## config.mk

```make
export PLATFORM = sky130hd
export DESIGN_NAME = spi_host_regs
export DESIGN_NICKNAME = d
export VERILOG_FILES = /design/src/rtl/spi_host_pkg.sv /design/src/rtl/shf_byte_fifo.sv /design/src/rtl/shf_xchg_engine.sv /design/src/rtl/shf_csr_bank.sv /design/src/rtl/spi_host_regs.sv
export SDC_FILE = /design/constraint.sdc
export NUM_CORES = 1
export LEC_CHECK = 0
export BUFFER_PORTS_ARGS = -buffer_cell sky130_fd_sc_hd__buf_2
export CAP_MARGIN = 10
export CORE_ASPECT_RATIO = 0.6
export CORE_MARGIN = 4
export CORE_UTILIZATION = 25
export CTS_CLUSTER_DIAMETER = 100
export DETAILED_ROUTE_END_ITERATION = 6
export PLACE_DENSITY_LB_ADDON = 0.12
export SETUP_SLACK_MARGIN = 0.02
export SYNTH_ARGS = -nofsm -noshare
export SYNTH_HDL_FRONTEND = slang
export SYNTH_SLANG_ARGS = --single-unit
```

## constraint.sdc

```tcl
create_clock -name clk_i -period 4.5 [get_ports clk_i]
set_clock_uncertainty 0.05 [all_clocks]
set_input_delay 0.45 -clock clk_i [delete_from_list [all_inputs] [get_ports clk_i]]
set_output_delay 0.45 -clock clk_i [all_outputs]
set_load 0.005 [all_outputs]
```

## src/rtl/spi_host_pkg.sv

```systemverilog
package spi_host_pkg;
  // word indices (byte offset / 4)
  localparam int unsigned IX_DIV    = 0;
  localparam int unsigned IX_MODE   = 1;
  localparam int unsigned IX_CSID   = 4;
  localparam int unsigned IX_CSDEF  = 5;
  localparam int unsigned IX_CSMODE = 6;
  localparam int unsigned IX_DLY0   = 10;
  localparam int unsigned IX_DLY1   = 11;
  localparam int unsigned IX_FMT    = 16;
  localparam int unsigned IX_TXD    = 18;
  localparam int unsigned IX_RXD    = 19;
  localparam int unsigned IX_TXWM   = 20;
  localparam int unsigned IX_RXWM   = 21;
  localparam int unsigned IX_IE     = 28;
  localparam int unsigned IX_IP     = 29;

  localparam int unsigned N_PLAIN = 9;
  localparam int unsigned PLAIN_IX [N_PLAIN] =
    '{IX_DIV, IX_MODE, IX_CSID, IX_CSDEF, IX_CSMODE, IX_DLY0, IX_DLY1, IX_FMT, IX_IE};
  localparam logic [31:0] PLAIN_RST [N_PLAIN] =
    '{32'h3, 32'h0, 32'h0, 32'h0, 32'h0, 32'h1001, 32'h1, 32'h0, 32'h0};
  // positions within the plain bank
  localparam int unsigned PL_FMT = 7;
  localparam int unsigned PL_IE  = 8;

  localparam int unsigned FMT_DIR_BIT = 3;
  localparam logic [31:0] FLAG_B31    = 32'h8000_0000;
endpackage

```

## src/rtl/shf_byte_fifo.sv

```systemverilog
module shf_byte_fifo #(
  parameter int unsigned DEPTH = 8,
  parameter int unsigned W     = 8,
  localparam int unsigned PTR_W = (DEPTH > 1) ? $clog2(DEPTH) : 1,
  localparam int unsigned CNT_W = $clog2(DEPTH + 1)
) (
  input  logic             clk_i,
  input  logic             rst_ni,
  input  logic             push_i,
  input  logic [W-1:0]     data_i,
  input  logic             pop_i,
  output logic [W-1:0]     head_o,
  output logic [CNT_W-1:0] count_o,
  output logic             full_o,
  output logic             empty_o
);
  logic [W-1:0]     mem_q [DEPTH];
  logic [PTR_W-1:0] wr_q, rd_q;
  logic [CNT_W-1:0] cnt_q;
  logic             do_push, do_pop;

  assign full_o  = (cnt_q == CNT_W'(DEPTH));
  assign empty_o = (cnt_q == '0);
  assign do_push = push_i && !full_o;
  assign do_pop  = pop_i && !empty_o;
  assign head_o  = mem_q[rd_q];
  assign count_o = cnt_q;

  function automatic logic [PTR_W-1:0] nxt(input logic [PTR_W-1:0] p);
    return (p == PTR_W'(DEPTH - 1)) ? '0 : p + 1'b1;
  endfunction

  always_ff @(posedge clk_i or negedge rst_ni) begin
    if (!rst_ni) begin
      wr_q  <= '0;
      rd_q  <= '0;
      cnt_q <= '0;
    end else begin
      if (do_push) wr_q <= nxt(wr_q);
      if (do_pop)  rd_q <= nxt(rd_q);
      if (do_push && !do_pop)      cnt_q <= cnt_q + 1'b1;
      else if (do_pop && !do_push) cnt_q <= cnt_q - 1'b1;
    end
  end

  always_ff @(posedge clk_i) begin
    if (do_push) mem_q[wr_q] <= data_i;
  end
endmodule

```

## src/rtl/shf_xchg_engine.sv

```systemverilog
module shf_xchg_engine #(
  parameter int unsigned W = 8
) (
  input  logic         clk_i,
  input  logic         rst_ni,
  input  logic         tx_empty_i,
  input  logic [W-1:0] tx_head_i,
  output logic         tx_pop_o,
  input  logic         rx_full_i,
  input  logic         discard_i,
  output logic         rx_push_o,
  output logic [W-1:0] rx_byte_o,
  output logic         xfer_valid_o,
  output logic [W-1:0] xfer_data_o,
  input  logic         xfer_ready_i,
  input  logic         rx_valid_i,
  input  logic [W-1:0] rx_data_i
);
  logic busy_q;

  assign xfer_valid_o = !tx_empty_i && !busy_q;
  assign xfer_data_o  = tx_head_i;
  assign tx_pop_o     = xfer_valid_o && xfer_ready_i;
  // returned byte kept only when receiving and room exists
  assign rx_push_o    = busy_q && rx_valid_i && !discard_i && !rx_full_i;
  assign rx_byte_o    = rx_data_i;

  always_ff @(posedge clk_i or negedge rst_ni) begin
    if (!rst_ni)                busy_q <= 1'b0;
    else if (tx_pop_o)          busy_q <= 1'b1;
    else if (busy_q && rx_valid_i) busy_q <= 1'b0;
  end
endmodule

```

## src/rtl/shf_csr_bank.sv

```systemverilog
module shf_csr_bank
  import spi_host_pkg::*;
#(
  parameter int unsigned IDX_W = 10
) (
  input  logic             clk_i,
  input  logic             rst_ni,
  input  logic             we_i,
  input  logic [IDX_W-1:0] idx_i,
  input  logic [31:0]      wdata_i,
  output logic [31:0]      q_o [N_PLAIN]
);
  for (genvar g = 0; g < N_PLAIN; g++) begin : g_reg
    always_ff @(posedge clk_i or negedge rst_ni) begin
      if (!rst_ni)                                   q_o[g] <= PLAIN_RST[g];
      else if (we_i && idx_i == IDX_W'(PLAIN_IX[g])) q_o[g] <= wdata_i;
    end
  end
endmodule

```

## src/rtl/spi_host_regs.sv

```systemverilog
module spi_host_regs
  import spi_host_pkg::*;
#(
  parameter int unsigned ADDR_W = 12,
  parameter int unsigned DEPTH  = 8,
  localparam int unsigned IDX_W = ADDR_W - 2,
  localparam int unsigned CNT_W = $clog2(DEPTH + 1)
) (
  input  logic              clk_i,
  input  logic              rst_ni,
  input  logic              req_i,
  input  logic              we_i,
  input  logic [ADDR_W-1:0] addr_i,
  input  logic [31:0]       wdata_i,
  output logic [31:0]       rdata_o,
  output logic              xfer_valid_o,
  output logic [7:0]        xfer_data_o,
  input  logic              xfer_ready_i,
  input  logic              rx_valid_i,
  input  logic [7:0]        rx_data_i,
  output logic              irq_o
);
  logic [IDX_W-1:0] widx;
  logic             wr_hit, rd_hit;
  logic [31:0]      plain_q [N_PLAIN];
  logic [CNT_W-1:0] tx_cnt, rx_cnt, txmark_q, rxmark_q;
  logic             tx_full, tx_empty, rx_full, rx_empty;
  logic [7:0]       tx_head, rx_head, rx_byte;
  logic             tx_pop, rx_push, rx_pop, tx_push;
  logic             fmt_dir;
  logic [1:0]       pend, ena;
  logic             mark_ok;

  assign widx   = addr_i[ADDR_W-1:2];
  assign wr_hit = req_i && we_i;
  assign rd_hit = req_i && !we_i;

  shf_csr_bank #(.IDX_W(IDX_W)) i_bank (
    .clk_i, .rst_ni, .we_i(wr_hit), .idx_i(widx), .wdata_i, .q_o(plain_q)
  );

  assign fmt_dir = plain_q[PL_FMT][FMT_DIR_BIT];
  assign ena     = plain_q[PL_IE][1:0];

  assign tx_push = wr_hit && widx == IDX_W'(IX_TXD);
  assign rx_pop  = rd_hit && widx == IDX_W'(IX_RXD);

  shf_byte_fifo #(.DEPTH(DEPTH), .W(8)) i_txf (
    .clk_i, .rst_ni, .push_i(tx_push), .data_i(wdata_i[7:0]), .pop_i(tx_pop),
    .head_o(tx_head), .count_o(tx_cnt), .full_o(tx_full), .empty_o(tx_empty)
  );

  shf_byte_fifo #(.DEPTH(DEPTH), .W(8)) i_rxf (
    .clk_i, .rst_ni, .push_i(rx_push), .data_i(rx_byte), .pop_i(rx_pop),
    .head_o(rx_head), .count_o(rx_cnt), .full_o(rx_full), .empty_o(rx_empty)
  );

  shf_xchg_engine #(.W(8)) i_eng (
    .clk_i, .rst_ni,
    .tx_empty_i(tx_empty), .tx_head_i(tx_head), .tx_pop_o(tx_pop),
    .rx_full_i(rx_full), .discard_i(fmt_dir), .rx_push_o(rx_push), .rx_byte_o(rx_byte),
    .xfer_valid_o, .xfer_data_o, .xfer_ready_i, .rx_valid_i, .rx_data_i
  );

  // watermarks accept only values below the FIFO depth
  assign mark_ok = wdata_i < 32'(DEPTH);

  always_ff @(posedge clk_i or negedge rst_ni) begin
    if (!rst_ni) begin
      txmark_q <= '0;
      rxmark_q <= '0;
    end else if (wr_hit && mark_ok) begin
      if (widx == IDX_W'(IX_TXWM)) txmark_q <= wdata_i[CNT_W-1:0];
      if (widx == IDX_W'(IX_RXWM)) rxmark_q <= wdata_i[CNT_W-1:0];
    end
  end

  // asymmetric compares, re-evaluated every cycle
  assign pend[0] = tx_cnt < txmark_q;
  assign pend[1] = rx_cnt > rxmark_q;
  assign irq_o   = |(pend & ena);

  always_comb begin
    rdata_o = '0;
    if (rd_hit) begin
      unique case (1'b1)
        widx == IDX_W'(IX_TXD):  rdata_o = tx_full ? FLAG_B31 : 32'h0;
        widx == IDX_W'(IX_RXD):  rdata_o = rx_empty ? FLAG_B31 : {24'h0, rx_head};
        widx == IDX_W'(IX_TXWM): rdata_o = 32'(txmark_q);
        widx == IDX_W'(IX_RXWM): rdata_o = 32'(rxmark_q);
        widx == IDX_W'(IX_IP):   rdata_o = {30'h0, pend};
        default: begin
          for (int i = 0; i < N_PLAIN; i++)
            if (widx == IDX_W'(PLAIN_IX[i])) rdata_o = plain_q[i];
        end
      endcase
    end
  end
endmodule

```

**Word-level counts from Yosys, hierarchy flattened**

Memories as Yosys holds them, arrays and structs flattened.
Cells that the tools add are included.

- Register bits: 317
- RAM bits: 128
- Input port bits: 58
- Output and inout port bits: 42
- Word-level logic and storage cells: 125
- Memories: 2

Memories:

| name | words | width | read ports | clocked after Yosys merged registers in | wr ports | line | text |
|---|---|---|---|---|---|---|---|
| i_rxf.mem_q | 8 | 8 | 1 | 0 | 1 | shf_byte_fifo.sv:17 | `logic [W-1:0] mem_q [DEPTH];` |
| i_txf.mem_q | 8 | 8 | 1 | 0 | 1 | shf_byte_fifo.sv:17 |  |

- Add/subtract/negate cells: 8
- Magnitude comparators: 3
- Eq/ne operators: 19
- Mux-type cells: 27
- Bitwise operators: 1
- Reductions and logical operators: 47

Operator list:

| operator | number |
|---|---|
| 32-bit two-way mux | 12 |
| 32-bit one-hot mux with 5 select lines | 1 |
| 10-bit by 5-bit == test with 1-bit output, second input constant | 7 |
| 32-bit by 4-bit < comparator with 1-bit output, second input constant | 1 |
| 10-bit by 3-bit == test with 1-bit output, second input constant | 3 |
| 1-bit logical AND | 27 |
| 10-bit by 4-bit == test with 1-bit output, second input constant | 2 |
| 4-bit two-way mux | 4 |
| 3-bit by 1-bit adder with 3-bit output, second input constant | 4 |
| 3-bit == test, second input constant | 4 |
| 3-bit two-way mux | 4 |
| 1-bit logical NOT | 11 |
| 10-bit by 1-bit == test with 1-bit output, second input constant | 1 |
| 10-bit logical NOT | 1 |
| 4-bit by 1-bit adder with 4-bit output, second input constant | 2 |
| 4-bit == test, second input constant | 2 |
| 4-bit logical NOT | 2 |
| 4-bit by 1-bit subtractor with 4-bit output, second input constant | 2 |
| 1-bit two-way mux | 6 |
| 2-bit nonzero test | 3 |
| 4-bit greater-than comparator | 1 |
| 4-bit < comparator | 1 |
| 2-bit AND reduction | 2 |
| 2-bit AND | 1 |
| 2-bit OR reduction | 1 |

**Logic depth before layout (Yosys ltp)**

- Word-level depth: 12
- Mapped depth: 14
- Mapped depth without buffers: 11

**Cells and area by module**

From an unflattened synthesis, not the netlist that was laid out.

- Cells, all modules: 1,497
- Area total of the unflattened synthesis: 20,821.2 um^2

Modules (own cells, without submodules):

| module | times used | cells each | area each (um^2) | seq. area each (um^2) |
|---|---|---|---|---|
| shf_csr_bank | 1 | 626 | 10,856.7 | 7,213.2 |
| shf_byte_fifo | 2 | 159 | 3,160.5 | 2,172.1 |
| spi_host_regs | 1 | 530 | 3,462.1 | 200.2 |
| shf_xchg_engine | 1 | 23 | 181.4 | 25.0 |

**Least setup slack after synthesis**

OpenSTA, ideal clock, no wires.

- Path kind: input-to-reg
- Start point: in addr_i[9]
- End point: reg i_rxf.cnt_q[3] (netlist: i_rxf.count_o[3])
- Library setup time: 125 ps
- Arrival: 2,897 ps
- Data required time: 4,325 ps
- Setup slack: 1,428 ps
- Cell stages on the path: 13
- Buffers on the path: 2
- Cell sequence: or4_1 -> buf_2 -> nor2_1 -> nand4_1 -> clkbuf_1 -> ha_1 -> inv_1 -> ha_1 -> a21o_1 -> a21oi_1 -> xnor2_1 -> nor2_1 -> xor2_1

- Longest elaborated chain between the ends: 6
- Elaborated cells between the ends (all ways): 8
- Classes of those cells: 1 x eq/ne; 1 x mux; 6 x reduce/logical

Ends and longest elaborated chain:

| element | line | text |
|---|---|---|
| start, declared | spi_host_regs.sv:13 | `input logic [ADDR_W-1:0] addr_i,` |
| 10-bit by 5-bit == test with 1-bit output (*) | spi_host_regs.sv:46 | `assign rx_pop = rd_hit && widx == IDX_W'(IX_RXD);` |
| 1-bit logical AND (*) | spi_host_regs.sv:46 |  |
| 1-bit logical AND (*) | shf_byte_fifo.sv:25 | `assign do_pop = pop_i && !empty_o;` |
| 1-bit logical NOT | shf_byte_fifo.sv:41 | `if (do_push && !do_pop) cnt_q <= cnt_q + 1'b1;` |
| 1-bit logical AND | shf_byte_fifo.sv:41 |  |
| 4-bit two-way mux or 2-bit nonzero test (tied branches) | -- |  |
| end signal, assigned | shf_byte_fifo.sv:41 |  |
| end signal, assigned | shf_byte_fifo.sv:42 | `else if (do_pop && !do_push) cnt_q <= cnt_q - 1'b1;` |
| end, declared | shf_byte_fifo.sv:19 | `logic [CNT_W-1:0] cnt_q;` |

Mark *: on every way between the ends. The rest lies on a longest branch, timed or not.
A chain may end at the register's enable or synchronous reset.

**Worst setup path in the final report**

- Start point: in addr_i[4]
- End point: out rdata_o[23]

- Longest elaborated chain between the ends: 12
- Elaborated cells between the ends (all ways): 25
- Classes of those cells: 13 x eq/ne; 11 x mux; 1 x reduce/logical

Ends and longest elaborated chain:

| element | line | text |
|---|---|---|
| 10-bit logical NOT | spi_host_regs.sv:94 | `if (widx == IDX_W'(PLAIN_IX[i])) rdata_o = plain_q[i];` |
| 32-bit two-way mux (9 in series) | spi_host_regs.sv:94 |  |
| 32-bit one-hot mux with 5 select lines (*) | spi_host_regs.sv:86 | `unique case (1'b1)` |
| 32-bit two-way mux (*) | spi_host_regs.sv:85 | `if (rd_hit) begin` |
| end, declared | spi_host_regs.sv:15 | `output logic [31:0] rdata_o,` |

Marks and branches as above.

==> summary.txt <==
Status
  – Status: complete, no violations

Worst setup path
  – Sum of buffers and inverters on the critical path: 3
  – Crit start category: input pin
  – Critical path's largest stage delay: approximately 0.91 ns
  – WP data arrival: 3.19 ns
  – Endpoint class of the critical path: output port
  – Delay-heaviest family, CP: simple AND/OR/NAND/NOR gates
  – Critical path startpoint: addr_i[4]
  – Critical path's slowest cell: nor4_1
  – Reg2reg start: i_txf.count_o[0]
  – Setup Crit Path Kind: in2out
  – WP data required: 4.00 ns
  – Top cell by count, worst path: buf_2
  – Critical Path Fanout Max: 23
  – CP cell instances: buf_2 -> nand2b_1 -> buf_4 -> nor4_1 -> o21ai_0 -> a31o_2 -> a31oi_1 -> buf_2

Power and ir drop
  – Pwr/cell area: 399 mW/mm^2
  – Part of the power in registers: 47.3%
  – Net switching power: 2.47 mW
  – Static leakage: 10.3 nW
  – Int Pwr: roughly 7.0 mW
  – Total Power: 9.46 mW
  – VDD IR max: 0.000260 V
  – Logic pwr share: 11.7%
  – Net Sw Frac: 26.1%
  – Clk pwr share: 41.0%

Global route
  – Largest net degree at the start of global routing: 101
  – First-pass GRT wire length: roughly 95 mm
  – Vias in the first global route: 13353
  – Total GRT Usage: 14.9%
  – Antenna violations before repair: 8
  – Grt total ovfl: 0

Floorplanning
  – Core ar.: 0.0798 mm^2
  – Area of the die: 0.0857 mm^2
  – Boundary Pins: 100
  – Initial core utilization: around a quarter
  – Die Span Y: about 230 um
  – Die X: 375 um
  – Core Rows: 80

Synth
  – Synth Instances: roughly 1500
  – Leading area contributor after synthesis: dfrtp_1
  – Ys async rst share: 71.2%
  – Syn. warnings: 0
  – Synth Register Bits: 445
  – Syn_nets: about 1500
  – Ys flop type: dfrtp_1
  – Share of the synthesized area in the top cell type: about two fifths
  – Main area contributors after synthesis: dfrtp_1 39%, edfxtp_1 19%, mux2_2 18%, mux4_2 3.6%, mux2i_1 1.9%
  – Yosys cell types: between 60 and 70
  – Syn Std Cell Area: 0.0202 mm^2
  – Number of synthesized flops with an enable pin: 128
  – Seq/Total Area, Yosys: 58.3%
  – Average size of a mapped cell: ~14 um^2

Worst hold path
  – Hold crit path type: in2reg
  – Worst Min Path Start: rx_data_i[5]

STA
  – Final Max Tran Viols: 0
  – Hold WS: 0.0920 ns
  – RSZ-0062 raised after global routing: no
  – Tightest Pin Transition: 1.19 ns
  – Fmax: 0.271 GHz
  – Min cycle time layout: ~3.7 ns
  – Sum Neg Setup Slack: 0 ns
  – Final setup vio count: 0
  – Final hold vios: 0
  – Rel. slew slack: 20.1%
  – Final Cycle Share: between 80% and 90%

Drt
  – Via Count: 12839
  – # DRC: 0
  – Avg WL per Cell: 24.1 um
  – DRT iter0 DRCs: 937
  – DR vias/cell: 4.83
  – ANT nets after route: 0
  – Drt total wl: 64.1 mm
  – TritonRoute pass-1 iters: 5

Finish
  – Reg area: 0.0118 mm^2
  – Fillers: 7960
  – Most common cell after layout, fill and taps aside: mux2_2
  – Commonest non-fill, non-tap cells in the layout: 318 x mux2_2, 312 x dfrtp_1, 128 x edfxtp_1, 96 x buf_2, 63 x buf_4
  – Layout Nets: 1636
  – Proportion of layout cells with a drive suffix above 1: about two fifths
  – Multi-input logic area: 0.00796 mm^2
  – Layout area overhead: 17.4%

Clock tree
  – Total CTS buffers: 48
  – H-tree Lvls: 2
  – CTS Sinks: 445
  – Clock Pin Slew Worst Setup and Hold Paths: 0.06 ns
  – CTS tree: done
  – Root Driver: clkbuf_16
  – Max Root-Sink Buffers: 3
  – Clock Latency Late Sink: about 0.6 ns
  – Post-CTS Resized: 0

Placement
  – IO Port Bufs: 97
  – GP Congestion: 0.772
  – Hpwl dp: 42.5 mm

Flow run
  – MaxCap Viol Count: 0
-- stage by stage --
step | area, um^2 | cells | util [%] | setup slack [ns]
after floorplan | 20200 | 1460 | - | 1.43
after global placement | 22200 | 2569 | 27.8 | 0.830
after detailed placement | 22200 | 2569 | 27.8 | 0.807
after CTS | 23700 | 2654 | 29.8 | 0.813
after global routing | 23700 | 2654 | 29.8 | 0.633
final | 23700 | 2656 | 29.8 | 0.806
-- power groups by stage --
stage	clock network [mW]	logic [mW]	registers [mW]
5_1_grt	4.21	1.24	4.50
3_5_place_dp	0	1.13	4.55
4_1_cts	4.03	1.14	4.48
6_report	3.88	1.11	4.47
2_1_floorplan	0	0.746	4.46
3_3_place_gp	0	1.12	4.55
-- cell usage after synthesis, types with 7 or more instances --
library cell,count
mux2_2,318
dfrtp_1,312
edfxtp_1,128
clkbuf_1,67
a21oi_1,62
nor2_1,53
nand2_1,45
o22ai_1,41
mux2i_1,39
buf_1,33
mux4_2,32
nor4_1,29
o2bb2ai_1,23
o21ai_0,22
a221o_1,21
ha_1,21
nand3_1,17
nor3_1,17
buf_2,16
nand2b_1,16
inv_1,15
a22oi_1,11
nor2b_1,8
a22o_1,7
a31oi_1,7
-- cell type report --
class                           count  share of cell area (%)
Sequential cell                   445                    49.6
Multi-Input combinational cell    878                    33.5
Clock buffer                       65                    5.73
Tap cell                         1066                    5.62
Timing Repair Buffer              167                    4.59
Clock inverter                     18                   0.632
Inverter                           15                   0.237
Antenna cell                        2                  0.0211
-- final timing paths --
path,to,slack [ns],depth (start not counted)
max,rdata_o[23],0.81,8
min,i_rxf.mem_q[6][5],0.09,1
max reg2reg,i_txf.count_o[3],1.53,10
min reg2reg,i_bank.q_o[101],0.45,1
max in group asynchronous,i_bank.q_o[116],2.88,3
min in group asynchronous,i_bank.q_o[193],0.44,2
-- timing repair --
| item | 4_1_cts | 5_1_grt |
|---|---|---|
| hold endpoints to repair | 92 | 0 |
| hold buffers | 2 | 0 |
| setup buffers | 0 | 0 |
-- state kept, by name (all words and copies together) (netlist names), 4 cells and up --
name / flops
i_bank.q_o: 288
txmark_q: 4
i_rxf.count_o: 4
i_txf.mem_q: 64
i_txf.count_o: 4
rxmark_q: 4
i_rxf.mem_q: 64
-- cells by family (layout without fill, tap and decap cells) --
group	Yosys count	after routing	share of synthesized area, %
xor+xnor	8	8	0.346
simple gates	223	223	5.91
flops	445	445	58.3
fa+ha+maj	23	23	1.50
buf+inv	137	265	2.78
mux	389	389	23.2
other cells	0	2	0
compound gates	235	235	8.01
-- routing by layer --
layer	up-vias	wire [um]	share of wire, %	GRT usage, %
li1	5733	-	-	-
met3	76	3060	4.8	2.81
met1	6745	33600	52	23.5
met5	-	13	0.020	0
met2	283	26500	41	21.1
met4	2	939	1.5	2.86
Note: power is estimated with default switching activity, not from simulation.
